File: src/rtl/bmc_pkg.sv
`timescale 1ns/1ps
package bmc_pkg;

    localparam int unsigned DEF_LANE_W = 9;
    localparam int unsigned DEF_LANES  = 4;

    typedef enum logic [1:0] {
        W_LONG = 2'd0,
        W_HALF = 2'd1,
        W_BYTE = 2'd2
    } width_e;

    typedef struct packed {
        width_e width;
        logic   big;
    } cfg_t;

    // Code 3 is not a distinct width; it falls back to full width.
    function automatic width_e decode_width(input logic [1:0] sel);
        case (sel)
            2'd1:    return W_HALF;
            2'd2:    return W_BYTE;
            default: return W_LONG;
        endcase
    endfunction

endpackage

File: src/rtl/bmc_cfg.sv
`timescale 1ns/1ps
module bmc_cfg
    import bmc_pkg::*;
(
    input  logic       clk,
    input  logic       rst_all,
    input  logic [1:0] sel_width,
    input  logic       sel_big,
    output cfg_t       cfg
);

    cfg_t cfg_d, cfg_q;

    always_comb begin
        cfg_d = cfg_q;
        if (rst_all) begin
            cfg_d.width = decode_width(sel_width);
            cfg_d.big   = sel_big;
        end
    end

    always_ff @(posedge clk) begin
        cfg_q <= cfg_d;
    end

    assign cfg = cfg_q;

    // configuration frozen outside full reset
    p_cfg_hold_r8: assert property (@(posedge clk) disable iff (rst_all)
        1'b1 |=> $stable(cfg_q));

endmodule

File: src/rtl/bmc_gather.sv
`timescale 1ns/1ps
module bmc_gather
    import bmc_pkg::*;
#(
    parameter int unsigned LANE_W = DEF_LANE_W,
    parameter int unsigned LANES  = DEF_LANES
) (
    input  logic                       clk,
    input  logic                       rst_all,
    input  logic                       rst_data,
    input  cfg_t                       cfg,
    input  logic                       wr_valid,
    output logic                       wr_ready,
    input  logic [LANE_W*LANES-1:0]    wr_data,
    output logic                       push_valid,
    input  logic                       push_ready,
    output logic [LANE_W*LANES-1:0]    push_data
);

    localparam int unsigned WORD_W = LANE_W * LANES;
    localparam int unsigned CNT_W  = $clog2(LANES);
    localparam int unsigned HL     = LANES / 2;

    typedef struct packed {
        logic [WORD_W-1:0] asm_word;
        logic [WORD_W-1:0] out_word;
        logic [CNT_W-1:0]  cnt;
        logic              full;
    } gst_t;

    gst_t st_d, st_q;

    logic              any_rst;
    logic [CNT_W-1:0]  last_idx;
    logic [CNT_W-1:0]  slot;
    logic              at_last;
    logic              accept;
    logic [WORD_W-1:0] merged;

    assign any_rst = rst_all | rst_data;

    always_comb begin
        case (cfg.width)
            W_HALF:  last_idx = CNT_W'(1);
            W_BYTE:  last_idx = CNT_W'(LANES - 1);
            default: last_idx = '0;
        endcase
        slot    = cfg.big ? (last_idx - st_q.cnt) : st_q.cnt;
        at_last = (st_q.cnt == last_idx);
    end

    for (genvar b = 0; b < LANES; b++) begin : g_lane
        logic [CNT_W-1:0] lane_slot;
        logic [CNT_W-1:0] lane_sub;
        always_comb begin
            case (cfg.width)
                W_HALF: begin
                    lane_slot = CNT_W'(b / HL);
                    lane_sub  = CNT_W'(b % HL);
                end
                W_BYTE: begin
                    lane_slot = CNT_W'(b);
                    lane_sub  = '0;
                end
                default: begin
                    lane_slot = '0;
                    lane_sub  = CNT_W'(b);
                end
            endcase
        end
        assign merged[b*LANE_W +: LANE_W] = (lane_slot == slot)
            ? wr_data[int'(lane_sub)*LANE_W +: LANE_W]
            : st_q.asm_word[b*LANE_W +: LANE_W];
    end

    always_comb begin
        wr_ready = !any_rst && (!at_last || !st_q.full || push_ready);
        accept   = wr_valid && wr_ready;
        st_d     = st_q;
        if (st_q.full && push_ready) begin
            st_d.full = 1'b0;
        end
        if (accept) begin
            if (at_last) begin
                st_d.out_word = merged;
                st_d.full     = 1'b1;
                st_d.cnt      = '0;
            end else begin
                st_d.asm_word = merged;
                st_d.cnt      = st_q.cnt + CNT_W'(1);
            end
        end
        if (any_rst) begin
            st_d = '0;
        end
    end

    always_ff @(posedge clk) begin
        st_q <= st_d;
    end

    assign push_valid = st_q.full;
    assign push_data  = st_q.out_word;

    // a stalled push keeps its word
    p_push_hold_r6: assert property (@(posedge clk) disable iff (any_rst)
        push_valid && !push_ready |=> push_valid && $stable(push_data));

    // data reset empties the write path
    p_wr_clear_r9: assert property (@(posedge clk) disable iff (rst_all)
        rst_data |=> !push_valid && (st_q.cnt == '0));

    // piece counter stays inside the word
    p_cnt_range_r3: assert property (@(posedge clk) disable iff (any_rst)
        1'b1 |=> st_q.cnt <= last_idx);

endmodule

File: src/rtl/bmc_split.sv
`timescale 1ns/1ps
module bmc_split
    import bmc_pkg::*;
#(
    parameter int unsigned LANE_W = DEF_LANE_W,
    parameter int unsigned LANES  = DEF_LANES
) (
    input  logic                       clk,
    input  logic                       rst_all,
    input  logic                       rst_data,
    input  cfg_t                       cfg,
    input  logic                       pop_valid,
    output logic                       pop_ready,
    input  logic [LANE_W*LANES-1:0]    pop_data,
    output logic                       rd_valid,
    input  logic                       rd_ready,
    output logic [LANE_W*LANES-1:0]    rd_data
);

    localparam int unsigned WORD_W = LANE_W * LANES;
    localparam int unsigned CNT_W  = $clog2(LANES);
    localparam int unsigned HL     = LANES / 2;

    typedef struct packed {
        logic [WORD_W-1:0] hold;
        logic [CNT_W-1:0]  cnt;
        logic              valid;
    } sst_t;

    sst_t st_d, st_q;

    logic             any_rst;
    logic [CNT_W-1:0] last_idx;
    logic [CNT_W-1:0] slot;
    logic             take;
    logic             at_last;

    assign any_rst = rst_all | rst_data;

    always_comb begin
        case (cfg.width)
            W_HALF:  last_idx = CNT_W'(1);
            W_BYTE:  last_idx = CNT_W'(LANES - 1);
            default: last_idx = '0;
        endcase
        slot    = cfg.big ? (last_idx - st_q.cnt) : st_q.cnt;
        at_last = (st_q.cnt == last_idx);
    end

    for (genvar j = 0; j < LANES; j++) begin : g_out
        logic             src_en;
        logic [CNT_W-1:0] src;
        always_comb begin
            case (cfg.width)
                W_HALF: begin
                    src_en = (j < HL);
                    src    = CNT_W'(int'(slot) * HL + (j % HL));
                end
                W_BYTE: begin
                    src_en = (j == 0);
                    src    = slot;
                end
                default: begin
                    src_en = 1'b1;
                    src    = CNT_W'(j);
                end
            endcase
        end
        assign rd_data[j*LANE_W +: LANE_W] = src_en
            ? st_q.hold[int'(src)*LANE_W +: LANE_W]
            : '0;
    end

    always_comb begin
        take      = st_q.valid && rd_ready;
        pop_ready = !any_rst && (!st_q.valid || (take && at_last));
        st_d      = st_q;
        if (take) begin
            if (at_last) begin
                st_d.valid = 1'b0;
                st_d.cnt   = '0;
            end else begin
                st_d.cnt = st_q.cnt + CNT_W'(1);
            end
        end
        if (pop_valid && pop_ready) begin
            st_d.hold  = pop_data;
            st_d.valid = 1'b1;
            st_d.cnt   = '0;
        end
        if (any_rst) begin
            st_d = '0;
        end
    end

    always_ff @(posedge clk) begin
        st_q <= st_d;
    end

    assign rd_valid = st_q.valid;

    // a stalled read piece keeps its value
    p_rd_hold_r7: assert property (@(posedge clk) disable iff (any_rst)
        rd_valid && !rd_ready |=> rd_valid && $stable(rd_data));

    // a popped word is presented on the next cycle
    p_pop_show_r7: assert property (@(posedge clk) disable iff (any_rst)
        pop_valid && pop_ready |=> rd_valid);

    // data reset empties the read path
    p_rd_clear_r9: assert property (@(posedge clk) disable iff (rst_all)
        rst_data |=> !rd_valid);

endmodule

File: src/rtl/bus_match_conv.sv
`timescale 1ns/1ps
module bus_match_conv
    import bmc_pkg::*;
#(
    parameter int unsigned LANE_W = DEF_LANE_W,
    parameter int unsigned LANES  = DEF_LANES
) (
    input  logic                    clk,
    input  logic                    rst_all,
    input  logic                    rst_data,
    input  logic [1:0]              cfg_width,
    input  logic                    cfg_big,
    input  logic                    wr_valid,
    output logic                    wr_ready,
    input  logic [LANE_W*LANES-1:0] wr_data,
    output logic                    push_valid,
    input  logic                    push_ready,
    output logic [LANE_W*LANES-1:0] push_data,
    input  logic                    pop_valid,
    output logic                    pop_ready,
    input  logic [LANE_W*LANES-1:0] pop_data,
    output logic                    rd_valid,
    input  logic                    rd_ready,
    output logic [LANE_W*LANES-1:0] rd_data
);

    cfg_t cfg;

    bmc_cfg u_cfg (
        .clk       (clk),
        .rst_all   (rst_all),
        .sel_width (cfg_width),
        .sel_big   (cfg_big),
        .cfg       (cfg)
    );

    bmc_gather #(.LANE_W(LANE_W), .LANES(LANES)) u_gather (
        .clk        (clk),
        .rst_all    (rst_all),
        .rst_data   (rst_data),
        .cfg        (cfg),
        .wr_valid   (wr_valid),
        .wr_ready   (wr_ready),
        .wr_data    (wr_data),
        .push_valid (push_valid),
        .push_ready (push_ready),
        .push_data  (push_data)
    );

    bmc_split #(.LANE_W(LANE_W), .LANES(LANES)) u_split (
        .clk       (clk),
        .rst_all   (rst_all),
        .rst_data  (rst_data),
        .cfg       (cfg),
        .pop_valid (pop_valid),
        .pop_ready (pop_ready),
        .pop_data  (pop_data),
        .rd_valid  (rd_valid),
        .rd_ready  (rd_ready),
        .rd_data   (rd_data)
    );

endmodule

File: config.mk
export PLATFORM = sky130hd
export DESIGN_NAME = bus_match_conv
export DESIGN_NICKNAME = d
export VERILOG_FILES = /design/src/rtl/bmc_pkg.sv /design/src/rtl/bmc_cfg.sv /design/src/rtl/bmc_gather.sv /design/src/rtl/bmc_split.sv /design/src/rtl/bus_match_conv.sv
export SDC_FILE = /design/constraint.sdc
export NUM_CORES = 1
export LEC_CHECK = 0
export BUFFER_PORTS_ARGS = -buffer_cell sky130_fd_sc_hd__buf_2
export CAP_MARGIN = 20
export CELL_PAD_IN_SITES_DETAIL_PLACEMENT = 1
export CELL_PAD_IN_SITES_GLOBAL_PLACEMENT = 2
export CORE_ASPECT_RATIO = 0.7
export CORE_MARGIN = 2
export CORE_UTILIZATION = 29
export DETAILED_ROUTE_END_ITERATION = 7
export PLACE_DENSITY = 0.73
export SYNTH_ARGS = -nofsm -noshare
export SYNTH_HDL_FRONTEND = slang
export SYNTH_SLANG_ARGS = --single-unit
File: constraint.sdc
create_clock -name clk -period 2.3 [get_ports clk]
set_input_delay 0.115 -clock clk [delete_from_list [all_inputs] [get_ports clk]]
set_output_delay 0.115 -clock clk [all_outputs]
set_load 0.02 [all_outputs]
== Word level (Yosys, flattened, before mapping) ==
Index checks and enable logic that the tools add are counted.
Cells by class
  add/sub/neg operators: 5
  multipliers: 7
  equality and inequality tests: 9
  shift operators: 7
  multiplexer cells: 28
  bitwise logic cells: 2
  reduce and logical (&&, ||, !) cells: 22
Operators with widths (count)
  $shiftx 36x7->9: 7
  $mux 9: 7
  $mul 2x4->6 const B: 6
  $pmux 2 s2: 8
  $mux 2: 5
  $eq 2x2->1: 4
  $mux 1: 8
  $logic_and 1x1->1: 7
  $add 2x1->2 const B: 3
  $reduce_and 2->1: 3
  $mul 1x4->5 const B: 1
  $eq 2x1->1 const B: 2
  $eq 2x2->1 const B: 2
  $logic_not 1->1: 4
  $reduce_bool 2->1: 2
  $reduce_or 2->1: 2
  $sub 2x2->2: 2
  $logic_or 1x1->1: 3
  $eq 1x2->1: 1
  $logic_not 2->1: 1
  $not 1->1: 1
  $or 1x1->1: 1
Storage, ports and cells
  flip-flop bits (word level): 117
  bits of input ports: 82
  logic and storage cells: 89

== Logic depth before layout (Yosys ltp) ==
Gate-level depths: netlist of the first run.
  depth after elaboration: 9
  depth in mapped cells: 11
  mapped depth without buffers: 7

== Cells and area by module ==
Synthesis of the first run repeated with hierarchy kept, for this count alone.
Second synthesis, totals
  cell total of the unflattened synthesis: 736
  area, all modules: 6471.2 µm²
Modules (own cells, without submodules)
  bmc_gather: times used 1, cells an instance 457, area each 4103.9 µm², sequential area each 1501.4 µm²
  bmc_split: times used 1, cells an instance 274, area each 2262.2 µm², sequential area each 780.7 µm²
  bmc_cfg: times used 1, cells an instance 5, area each 105.1 µm², sequential area each 90.1 µm²

== Least setup slack after synthesis of the first run ==
OpenSTA, ideal clock, no wires.
  path kind: flip-flop to output port
  from: register u_cfg.cfg_q (netlist bit u_cfg.cfg[1])
  to: output port rd_data[17]
  data arrival time: 2.342 ns
  data required time: 2.185 ns
  path slack: -0.157 ns
  stages on the path, launching flop included: 8
  path through: edfxtp_1 -> inv_1 -> ha_1 -> buf_2 -> buf_4 -> a211oi_2 -> mux4_2 -> and2_1
On the way
  cells in the longest elaborated chain, start to end: 9
  elaborated cells between the ends (all ways): 10
  classes of those cells: 2 x add/sub; 1 x mul; 2 x eq/ne; 1 x shift; 4 x mux
Ends and longest elaborated chain
  start, declared: RTL line bmc_cfg.sv:12  | cfg_t cfg_d, cfg_q;
  start signal, assigned: RTL line bmc_cfg.sv:23  | cfg_q <= cfg_d;
  $eq 2x2->1 / $eq 2x1->1 (equally long branches): RTL line bmc_split.sv:41, bmc_split.sv:54
  $pmux 2 s2: RTL line bmc_split.sv:41  | case (cfg.width)
  $sub 2x2->2: RTL line bmc_split.sv:46  | slot = cfg.big ? (last_idx - st_q.cnt) : st_q.cnt;
  $mux 2: RTL line bmc_split.sv:46
  $add 2x1->2: RTL line bmc_split.sv:57  | src = CNT_W'(int'(slot) * HL + (j % HL));
  $pmux 2 s2: RTL line bmc_split.sv:54  | case (cfg.width)
  $mul 2x4->6: RTL line bmc_split.sv:70  | ? st_q.hold[int'(src)*LANE_W +: LANE_W]
  $shiftx 36x7->9: RTL line bmc_split.sv:70
  $mux 9 (*): RTL line bmc_split.sv:70
  end, declared: RTL line bus_match_conv.sv:24  | output logic [LANE_W*LANES-1:0] rd_data
Mark *: on every way between the ends. The rest lies on a longest branch, timed or not.

== Worst setup path in the final report of the first run ==
  from: register u_cfg.cfg_q (netlist bit u_cfg.cfg[2])
  to: output port rd_data[14]
The elaborated chain is that of the path after synthesis.

==> results of run 1 <==
==> worst paths after layout <==
check        cells after the start               endpoint
max reg2reg                      9  u_gather.push_data[9]
max                              9            rd_data[14]
min reg2reg                      2  u_gather.push_data[2]
min                              3      u_gather.st_q[43]
==> kinds of logic after synthesis <==
logic type | synth area share
flops | 0.384
mux | 0.175
simple gates | 0.147
fa+ha+maj | 0.00811
buf+inv | 0.0892
compound gates | 0.182
xor+xnor | 0.0142
==> layout by cell type, fill, tap and decap left out, types with 8 or more instances in the layout <==
cell and instances:
sky130_fd_sc_hd__a21oi_1 16, sky130_fd_sc_hd__o21ai_1 44, sky130_fd_sc_hd__clkbuf_16 25, sky130_fd_sc_hd__dlygate4sd3_1 40, sky130_fd_sc_hd__a22o_1 37, sky130_fd_sc_hd__mux2i_1 27, sky130_fd_sc_hd__nand2_1 36, sky130_fd_sc_hd__buf_6 39
sky130_fd_sc_hd__buf_2 141, sky130_fd_sc_hd__buf_4 47, sky130_fd_sc_hd__and2_1 26, sky130_fd_sc_hd__and2_4 11, sky130_fd_sc_hd__a31oi_4 8, sky130_fd_sc_hd__buf_12 14, sky130_fd_sc_hd__a211oi_2 13, sky130_fd_sc_hd__dfxtp_1 114
sky130_fd_sc_hd__nand3_2 15, sky130_fd_sc_hd__mux4_2 27, sky130_fd_sc_hd__a311o_1 8, sky130_fd_sc_hd__nand3_1 36
==> worst max-delay path: stages (launching register included) <==
cell	delay (ps)
sky130_fd_sc_hd__edfxtp_1	480
sky130_fd_sc_hd__buf_6	170
sky130_fd_sc_hd__ha_4	220
sky130_fd_sc_hd__buf_6	130
sky130_fd_sc_hd__a21oi_4	130
sky130_fd_sc_hd__buf_6	140
sky130_fd_sc_hd__buf_16	120
sky130_fd_sc_hd__mux4_2	490
sky130_fd_sc_hd__and2_4	150
sky130_fd_sc_hd__buf_6	120
==> through the flow <==
stage | worst slack (ps) | cells
final | -398 | 1148
after floorplan | -23.1 | 629
after CTS | -378 | 1103
after global placement | -43.1 | 1016
after detailed placement | -155 | 1016
after global routing | -461 | 1148
==> registers in the layout (all words and copies together), names as in the netlist <==
| register | cells |
|---|---|
| u_gather.st_q | 38 |
| u_split.st_q | 38 |
| u_gather.push_data | 36 |
| u_cfg.cfg | 3 |
| u_gather.push_valid | 1 |
| u_split.rd_valid | 1 |
==> final cells by class <==
class | instances | area share
Clock buffer | 19 | 0.0451
Clock inverter | 13 | 0.0174
Inverter | 6 | 0.00229
Multi-Input combinational cell | 421 | 0.401
Sequential cell | 117 | 0.241
Tap cell | 276 | 0.0352
Timing Repair Buffer | 296 | 0.257
==> layer usage <==
metal,vias up,wire [um],track usage
met2,172,12100,0.301
met4,0,478,0.0626
li1,2754,-,-
met5,-,0,0
met3,31,1080,0.0396
met1,3131,11500,0.270
==> timing repair <==
item | CTS | global route
hold buffers | 40 | 0
gates cloned | 3 | 15
hold endpoints to repair | 40 | 0
buffers inserted | 12 | 32
pin swaps | 22 | 69
endpoints found under the setup margin | 44 | 131
gates resized for setup | 62 | 183
==> power groups by stage <==
stage | Combinational (mW) | Sequential (mW) | Clock (mW)
global route | 1.90 | 2.16 | 2.94
floorplan | 0.738 | 2.17 | 0
CTS | 1.31 | 2.14 | 2.85
detailed placement | 1.11 | 2.19 | 0
finish | 1.82 | 2.15 | 2.80
global placement | 1.08 | 2.18 | 0
==> metrics.log, run 1 <==
[metrics] count of boundary I/O pins: 158
[metrics] measured slew at the worst slew-check pin: 872 ps
[metrics] die extent in x: 178 um
[metrics] normalized max-slew margin: 0.417
[metrics] filler instances: 2287
[metrics] # rows: 44
[metrics] CTS HTree Levels: 4
[metrics] sequential element share of the synthesized area: 0.384
[metrics] insertion delay to the later sink of the worst-skew pair: 420 ps
[metrics] Synth Register Bits: 117
[metrics] Multi-input gate area: 3940 um2
[metrics] count of TritonRoute iterations in the first routing pass: 7
[metrics] setup slack after layout: -398 ps
[metrics] origin of the worst setup path: u_cfg.cfg[2]
[metrics] logic gate share of total power: 0.269
[metrics] worst vdd rail ir drop: 0.540 mV
[metrics] Synth area leaders: sky130_fd_sc_hd__dfxtp_1 37%, sky130_fd_sc_hd__mux4_2 9.9%, sky130_fd_sc_hd__mux2i_1 5.8%
[metrics] fin. max-slew vios: 0
[metrics] via count: 6088
[metrics] net switching power of the design: 1.99 mW
[metrics] ratio of routed vias to standard cells: 5.30
[metrics] number of enable flip-flop cells after synthesis: 3
[metrics] worst-case clock skew: 11.7 ps
[metrics] worst setup path class: register to output pin
[metrics] Final Hold Viols: 0
[metrics] Synth Cell Area: 6170 um2
[metrics] die area: 22500 um2
[metrics] final antenna diode count: 0
[metrics] Arr. time, crit path: 2580 ps
[metrics] Congestion Overflow GR: 0
[metrics] biggest area consumer among synthesized cells: sky130_fd_sc_hd__dfxtp_1
[metrics] Detailed Route Iter0 Violations: 363
[metrics] number of maximum-capacitance constraint violations: 0
[metrics] cells after synthesis: 629
[metrics] fraction of power consumed by the clock network: 0.414
[metrics] Setup crit start kind: register
[metrics] violated checks: negative setup slack
[metrics] fraction of final layout cells sized beyond drive strength 1: 0.497
[metrics] worst hold-check slack: 22.3 ps
[metrics] routed wirelength normalized by instance count: 21.9 um
[metrics] final total negative setup slack: -19490 ps
[metrics] power density over cell area: 689 nW/um2
[metrics] final net count: 945
[metrics] clock buffers created by TritonCTS: 17
[metrics] unrepaired setup endpoints after global routing: true
[metrics] number of unique standard cell types used by synthesis: 55
[metrics] switching part of the total: 0.295
[metrics] gpl congestion: 0.817
[metrics] clock sink total: 117
[metrics] detailed-route wire length: 25.2 mm
[metrics] final HPWL from detailed placement: 15.1 mm
[metrics] post-layout min period: 2700 ps
[metrics] Critical Path End Type: output pin
[metrics] Async S/R FF share, synth: 0
[metrics] largest net degree at the start of global routing: 48
[metrics] antenna violations before repair: 0
[metrics] period utilisation layout: 1.17
[metrics] Global Route Usage Sum: 0.194
[metrics] Sequential Power Share: 0.318
[metrics] Main synth FF type: sky130_fd_sc_hd__dfxtp_1
[metrics] result of the run: complete, but fails checks
[metrics] top cells by count, synth: 114 x sky130_fd_sc_hd__dfxtp_1, 58 x sky130_fd_sc_hd__o21ai_0, 50 x sky130_fd_sc_hd__nand3_1, 43 x sky130_fd_sc_hd__buf_4
[metrics] CTS tree: yes
[metrics] post-synthesis to final-layout area growth: 59.2%
[metrics] CORE AREA: 20800 um2
[metrics] Port Buffer Count: 157
[metrics] Design Power: 6.77 mW
[metrics] worst hold path type: input port to register
[metrics] Worst Path Max Fanout: 4
[metrics] setup violators final: 125
[metrics] Fmax achieved: 371 MHz
[metrics] leakage: 3.98 nW
[metrics] cell chosen for the clock root: sky130_fd_sc_hd__clkbuf_16
[metrics] R2R Path Start: u_cfg.cfg[2]
[metrics] library cell with the highest instance count after synthesis: sky130_fd_sc_hd__dfxtp_1
[metrics] Worst R2R Setup Slack: -220 ps
[metrics] area of all placed cells without fillers: 9820 um2
[metrics] syn nets: 715
[metrics] Worst EP required: 2180 ps
[metrics] number of global-route vias before repair: 5963
[metrics] startpoint of the worst hold path: wr_data[4]
[metrics] clock buffer depth: 2
[metrics] area share of the largest cell type after synthesis: 0.370
[metrics] area of placed instances: 7230 um2
[metrics] drc violations: 0
[metrics] count of synthesis-stage warnings from yosys: 0
[metrics] internal power: 4.78 mW
[metrics] final core utilization: 0.472
[metrics] Worst-path clk slew: 60 ps
[metrics] Die Height: 126 um
[metrics] remaining antenna violation count after routing: 0
[metrics] Initial Util: 0.297
[metrics] Register Area: 2370 um2
[metrics] first-pass GRT wire length: 33.5 mm
[metrics] Avg Synthesized Cell Area: 9.81 um2
No activity file was read; power rests on OpenSTA's default activity.
==> inputs of run 2 (changes only) <==
Settings changed: ABC_AREA set to 1, CORE_UTILIZATION 29 to 26.
==> metrics.log, run 2 <==
[metrics] Global Route Usage Sum: 0.193
[metrics] count of boundary I/O pins: 158
[metrics] fraction of final layout cells sized beyond drive strength 1: 0.387
[metrics] worst hold-check slack: 48.5 ps
[metrics] final HPWL from detailed placement: 18.3 mm
[metrics] most frequent cell on the critical path: sky130_fd_sc_hd__nor2_1
[metrics] antenna violations before repair: 0
[metrics] largest net degree at the start of global routing: 46
[metrics] ratio of routed vias to standard cells: 4.75
[metrics] Synth Cell Area: 6730 um2
[metrics] worst vdd rail ir drop: 0.504 mV
[metrics] # rows: 49
[metrics] origin of the worst setup path: u_cfg.cfg[2]
[metrics] Avg Synthesized Cell Area: 6.78 um2
[metrics] worst hold path type: input port to register
[metrics] number of maximum-capacitance constraint violations: 0
[metrics] fin. max-slew vios: 0
[metrics] Main synth FF type: sky130_fd_sc_hd__dfxtp_1
[metrics] die area: 27200 um2
[metrics] Synth Register Bits: 117
[metrics] top cells by count, synth: 299 x sky130_fd_sc_hd__nand2_1, 114 x sky130_fd_sc_hd__dfxtp_1, 108 x sky130_fd_sc_hd__inv_1, 76 x sky130_fd_sc_hd__nand3_1, 68 x sky130_fd_sc_hd__o21ai_0
[metrics] setup slack after layout: -420 ps
[metrics] CTS tree: yes
[metrics] combined buffer and inverter count along the critical path: 3
[metrics] Worst EP required: 2180 ps
[metrics] period utilisation layout: 1.18
[metrics] via count: 7367
[metrics] CORE AREA: 25600 um2
[metrics] leakage: 5.16 nW
[metrics] Critical Path End Type: output pin
[metrics] library cell with the highest instance count after synthesis: sky130_fd_sc_hd__nand2_1
[metrics] R2R Path Start: u_cfg.cfg[2]
[metrics] detailed-route wire length: 28.9 mm
[metrics] Async S/R FF share, synth: 0
[metrics] highest-delay cell along the critical path: sky130_fd_sc_hd__edfxtp_1
[metrics] routed wirelength normalized by instance count: 18.6 um
[metrics] final core utilization: 0.415
[metrics] Worst Path Max Fanout: 5
[metrics] area of all placed cells without fillers: 10600 um2
[metrics] number of unique standard cell types used by synthesis: 33
[metrics] gpl congestion: 0.863
[metrics] CTS HTree Levels: 4
[metrics] startpoint of the worst hold path: rst_all
[metrics] dominant delay contributor by cell family on the critical path: simple AND/OR/NAND/NOR gates
[metrics] Detailed Route Iter0 Violations: 356
[metrics] syn nets: 1079
[metrics] post-synthesis to final-layout area growth: 57.7%
[metrics] clock buffer depth: 2
[metrics] worst setup path class: register to output pin
[metrics] Initial Util: 0.263
[metrics] final antenna diode count: 0
[metrics] Final Hold Viols: 0
[metrics] Die Height: 139 um
[metrics] filler instances: 3084
[metrics] Congestion Overflow GR: 0
[metrics] cell chosen for the clock root: sky130_fd_sc_hd__clkbuf_16
[metrics] unrepaired setup endpoints after global routing: true
[metrics] worst-case clock skew: 11.3 ps
[metrics] setup violators final: 125
[metrics] result of the run: complete, but fails checks
[metrics] die extent in x: 196 um
[metrics] leading cell types in the layout, fill and taps excluded: 230 x sky130_fd_sc_hd__nand2_1, 121 x sky130_fd_sc_hd__buf_2, 114 x sky130_fd_sc_hd__dfxtp_1, 105 x sky130_fd_sc_hd__inv_1, 64 x sky130_fd_sc_hd__nand3_1
[metrics] Synth area leaders: sky130_fd_sc_hd__dfxtp_1 34%, sky130_fd_sc_hd__nand2_1 17%, sky130_fd_sc_hd__inv_1 6.0%
[metrics] count of synthesis-stage warnings from yosys: 0
[metrics] normalized max-slew margin: 0.636
[metrics] number of enable flip-flop cells after synthesis: 3
[metrics] final net count: 1294
[metrics] biggest area consumer among synthesized cells: sky130_fd_sc_hd__dfxtp_1
[metrics] most frequent standard cell in the layout excluding fill and tap cells: sky130_fd_sc_hd__nand2_1
[metrics] number of global-route vias before repair: 7133
[metrics] clock buffers created by TritonCTS: 17
[metrics] area of placed instances: 7790 um2
[metrics] clock sink total: 117
[metrics] remaining antenna violation count after routing: 0
[metrics] sequential element share of the synthesized area: 0.352
[metrics] first-pass GRT wire length: 40.5 mm
[metrics] violated checks: negative setup slack
[metrics] insertion delay to the later sink of the worst-skew pair: 430 ps
[metrics] area share of the largest cell type after synthesis: 0.339
[metrics] post-layout min period: 2720 ps
[metrics] Setup crit start kind: register
[metrics] Worst-path clk slew: 50 ps
[metrics] measured slew at the worst slew-check pin: 545 ps
[metrics] power density over cell area: 663 nW/um2
[metrics] count of TritonRoute iterations in the first routing pass: 5
[metrics] Place WS: -91.2 ps
[metrics] cells along the critical path: ha_4 > nand2_4 > inv_4 > nor2_4 > o21ai_4 > nand3_4 > buf_4 > o21ai_2 > nor2_1 > nor2_1 > nor2_1 > buf_4
[metrics] worst stage delay on the critical path: 430 ps
[metrics] Design Power: 7.04 mW
[metrics] Arr. time, crit path: 2610 ps
[metrics] drc violations: 0
[metrics] Fmax achieved: 368 MHz
[metrics] cells after synthesis: 993
[metrics] Port Buffer Count: 157
run 2: cells by family after synthesis:
kind of cell	after synthesis	synth area share
xor+xnor	1	0.00409
simple gates	486	0.327
flops	117	0.352
compound gates	176	0.153
buf+inv	209	0.156
fa+ha+maj	4	0.00744
run 2: per-layer routing:
layer / vias to the layer above / wire length (um) / global-route usage / share of wire
li1: 3613 / - / - / -
met3: 11 / 1620 / 0.0404 / 0.056
met1: 3579 / 14900 / 0.294 / 0.51
met5: - / 0 / 0 / 0
met4: 0 / 159 / 0.0439 / 0.0055
met2: 164 / 12300 / 0.274 / 0.42
run 2: through the flow:
stage / std cells / setup TNS, ps
3_3_place_gp: 1428 / -9.95
3_5_place_dp: 1428 / -451
5_1_grt: 1552 / -37720
4_1_cts: 1524 / -9170
6_report: 1552 / -21470
2_1_floorplan: 993 / 0
run 2: cell type report:
type | instances | area, um2 | area share
clock buffers | 25 | 517 | 0.0487
clock inverters | 7 | 114 | 0.0107
inverters | 118 | 485 | 0.0457
multi-input cells | 671 | 4060 | 0.382
flip-flops and latches | 117 | 2370 | 0.224
well taps | 331 | 414 | 0.0390
repair buffers | 282 | 2650 | 0.250
repair inverters | 1 | 5.00 | 0.000472
run 2: repair_timing:
item,4_1_cts,5_1_grt
gates cloned,8,18
buffers inserted,16,10
hold buffers,41,0
endpoints found under the hold margin,40,0
endpoints found under the setup margin,71,148
resized for setup,111,221
pin swaps,28,82
run 2: power by group:
| group | total (mW) | switching [mW] | internal [mW] |
|---|---|---|---|
| logic | 2.03 | 1.16 | 0.868 |
| clock network | 2.87 | 0.987 | 1.88 |
| registers | 2.14 | 0.0425 | 2.10 |
| total | 7.04 | 2.19 | 4.85 |
run 2: path summary, 6_finish.rpt:
| path | end | slack [ps] | cells after the start |
|---|---|---|---|
| setup reg to reg | u_gather.st_q[51] | -250 | 15 |
| hold / removal | u_cfg.cfg[0] | 50 | 1 |
| setup / recovery | rd_data[24] | -420 | 12 |
| hold reg to reg | u_gather.push_data[0] | 440 | 2 |
run 2: worst reg2reg max path, stage by stage, from the launching register on:
cell and delay, ps:
sky130_fd_sc_hd__edfxtp_1 430, sky130_fd_sc_hd__ha_4 290, sky130_fd_sc_hd__buf_4 140, sky130_fd_sc_hd__buf_6 110, sky130_fd_sc_hd__buf_6 120, sky130_fd_sc_hd__buf_6 120
sky130_fd_sc_hd__buf_12 130, sky130_fd_sc_hd__nand2_4 70, sky130_fd_sc_hd__nand3_4 100, sky130_fd_sc_hd__nand2_8 130, sky130_fd_sc_hd__xor2_4 280, sky130_fd_sc_hd__nand2_4 140
sky130_fd_sc_hd__nand2_2 110, sky130_fd_sc_hd__nand2_4 60, sky130_fd_sc_hd__o21bai_1 150, sky130_fd_sc_hd__inv_1 50
==> inputs of run 3 (changes only) <==
Settings changed: CTS_CLUSTER_DIAMETER set to 60, SETUP_SLACK_MARGIN set to 0.05.
==> metrics.log, run 3 (synthesis results as in run 2) <==
[metrics] Global Route Usage Sum: 0.197
[metrics] largest net degree at the start of global routing: 46
[metrics] combined buffer and inverter count along the critical path: 2
[metrics] setup slack after layout: -420 ps
[metrics] leading cell types in the layout, fill and taps excluded: 216 x sky130_fd_sc_hd__nand2_1, 120 x sky130_fd_sc_hd__buf_2, 114 x sky130_fd_sc_hd__dfxtp_1, 106 x sky130_fd_sc_hd__inv_1, 65 x sky130_fd_sc_hd__nand2_2
[metrics] normalized max-slew margin: 0.646
[metrics] count of TritonRoute iterations in the first routing pass: 4
[metrics] final HPWL from detailed placement: 18.3 mm
[metrics] ratio of routed vias to standard cells: 4.79
[metrics] worst-case clock skew: 8.97 ps
[metrics] Worst Path Max Fanout: 6
[metrics] violated checks: negative setup slack
[metrics] clock buffer depth: 2
[metrics] post-synthesis to final-layout area growth: 60.0%
[metrics] Worst-path clk slew: 50 ps
[metrics] worst setup path class: register to output pin
[metrics] clock buffers created by TritonCTS: 17
[metrics] post-layout min period: 2720 ps
[metrics] Fmax achieved: 368 MHz
[metrics] measured slew at the worst slew-check pin: 530 ps
[metrics] Arr. time, crit path: 2610 ps
[metrics] CTS HTree Levels: 4
[metrics] final antenna diode count: 0
[metrics] setup violators final: 134
[metrics] remaining antenna violation count after routing: 0
[metrics] # rows: 49
[metrics] dominant delay contributor by cell family on the critical path: simple AND/OR/NAND/NOR gates
[metrics] highest-delay cell along the critical path: sky130_fd_sc_hd__edfxtp_1
[metrics] non-filler cells, final: 1557
[metrics] fraction of final layout cells sized beyond drive strength 1: 0.403
[metrics] worst vdd rail ir drop: 0.559 mV
[metrics] Sequential Power Share: 0.301
[metrics] result of the run: complete, but fails checks
[metrics] Die Height: 139 um
[metrics] cells along the critical path: ha_4 > nor2_1 > nor2_2 > o21ai_4 > nand2_2 > nand2_4 > buf_6 > o211ai_1 > nand2_1 > nor2_2 > buf_6
[metrics] CORE AREA: 25600 um2
[metrics] via count: 7451
[metrics] logic gate share of total power: 0.296
[metrics] switching part of the total: 0.313
[metrics] count of boundary I/O pins: 158
[metrics] die area: 27200 um2
[metrics] detailed-route wire length: 29.2 mm
[metrics] Worst EP required: 2180 ps
[metrics] drc violations: 0
[metrics] Critical Path End Type: output pin
[metrics] number of global-route vias before repair: 7187
[metrics] worst hold-check slack: 47.8 ps
[metrics] insertion delay to the later sink of the worst-skew pair: 430 ps
[metrics] period utilisation layout: 1.18
[metrics] cell chosen for the clock root: sky130_fd_sc_hd__clkbuf_16
[metrics] antenna violations before repair: 0
[metrics] Port Buffer Count: 157
[metrics] power density over cell area: 661 nW/um2
[metrics] Detailed Route Iter0 Violations: 503
[metrics] most frequent standard cell in the layout excluding fill and tap cells: sky130_fd_sc_hd__nand2_1
[metrics] Design Power: 7.12 mW
[metrics] net switching power of the design: 2.23 mW
[metrics] number of maximum-capacitance constraint violations: 0
[metrics] worst hold path type: input port to register
[metrics] Final Hold Viols: 0
[metrics] Initial Util: 0.263
[metrics] leakage: 5.25 nW
[metrics] die extent in x: 196 um
[metrics] fraction of power consumed by the clock network: 0.403
[metrics] final net count: 1299
[metrics] unrepaired setup endpoints after global routing: true
[metrics] routed wirelength normalized by instance count: 18.7 um
[metrics] worst stage delay on the critical path: 430 ps
[metrics] count of placed standard cells including taps: 1428
[metrics] internal power: 4.89 mW
[metrics] clock sink total: 117
[metrics] gpl congestion: 0.863
[metrics] CTS tree: yes
[metrics] Setup crit start kind: register
[metrics] fin. max-slew vios: 0
[metrics] first-pass GRT wire length: 41.3 mm
[metrics] Congestion Overflow GR: 0
## run 3: changes by cell type in the layout (fill, tap and decap cells not counted), sizes merged
cell,previous run,this run
buf,229,232
bufbuf,0,2
clkinv,6,2
clkinvlp,1,2
inv,116,119
## run 3: through the flow
stage / setup slack, ps / cell area, um2 / setup TNS [ps] / utilization
CTS: -352 / 9760 / -14460 / 0.382
finish: -420 / 10800 / -32140 / 0.421
global route: -551 / 10800 / -49500 / 0.421
floorplan: 81.4 / 6730 / 0 / -
global placement: -4.43 / 7790 / -9.95 / 0.305
detailed placement: -91.2 / 7790 / -451 / 0.305
## run 3: path summary, 6_finish.rpt
path / start / to / slack, ps / depth (start not counted)
worst max register to register: u_cfg.cfg[2] / u_gather.push_data[27] / -360 / 15
worst min-delay path: rst_all / u_cfg.cfg[0] / 50 / 1
worst max-delay path: u_cfg.cfg[2] / rd_data[15] / -420 / 11
worst min register to register: u_gather.push_data[8] / u_gather.push_data[8] / 440 / 2
## run 3: layout make-up
| type | count | area [um2] |
|---|---|---|
| tap | 331 | 414 |
| sequential | 117 | 2370 |
| inverter | 118 | 468 |
| multi-input combinational | 671 | 4190 |
| clock buffer | 25 | 517 |
| clock inverter | 7 | 114 |
| timing repair buffer | 287 | 2690 |
| fill | 3088 | 14800 |
| timing repair inverter | 1 | 7.51 |
## run 3: power groups by stage
| stage | Clock, mW | Sequential [mW] | Combinational, mW |
|---|---|---|---|
| finish | 2.87 | 2.14 | 2.11 |
| global route | 3.03 | 2.14 | 2.24 |
| CTS | 2.94 | 2.13 | 1.72 |
| detailed placement | 0 | 2.17 | 1.29 |
| global placement | 0 | 2.17 | 1.29 |
| floorplan | 0 | 2.16 | 0.809 |
## run 3: what timing repair did
item	in CTS	in global routing
endpoints found under the setup margin	84	149
cloned	11	16
buffers inserted	23	9
resized for setup	178	183
hold buffers	41	0
hold endpoints to repair	40	0
pin swaps	49	64
## run 3: routing by layer
metal	vias to the layer above	GRT usage	part of all wire	wire, um
met5	-	0	0	0
met4	0	0.0486	0.012	350
met3	22	0.0413	0.052	1530
met2	191	0.280	0.43	12500
met1	3623	0.297	0.51	14800
li1	3615	-	-	-
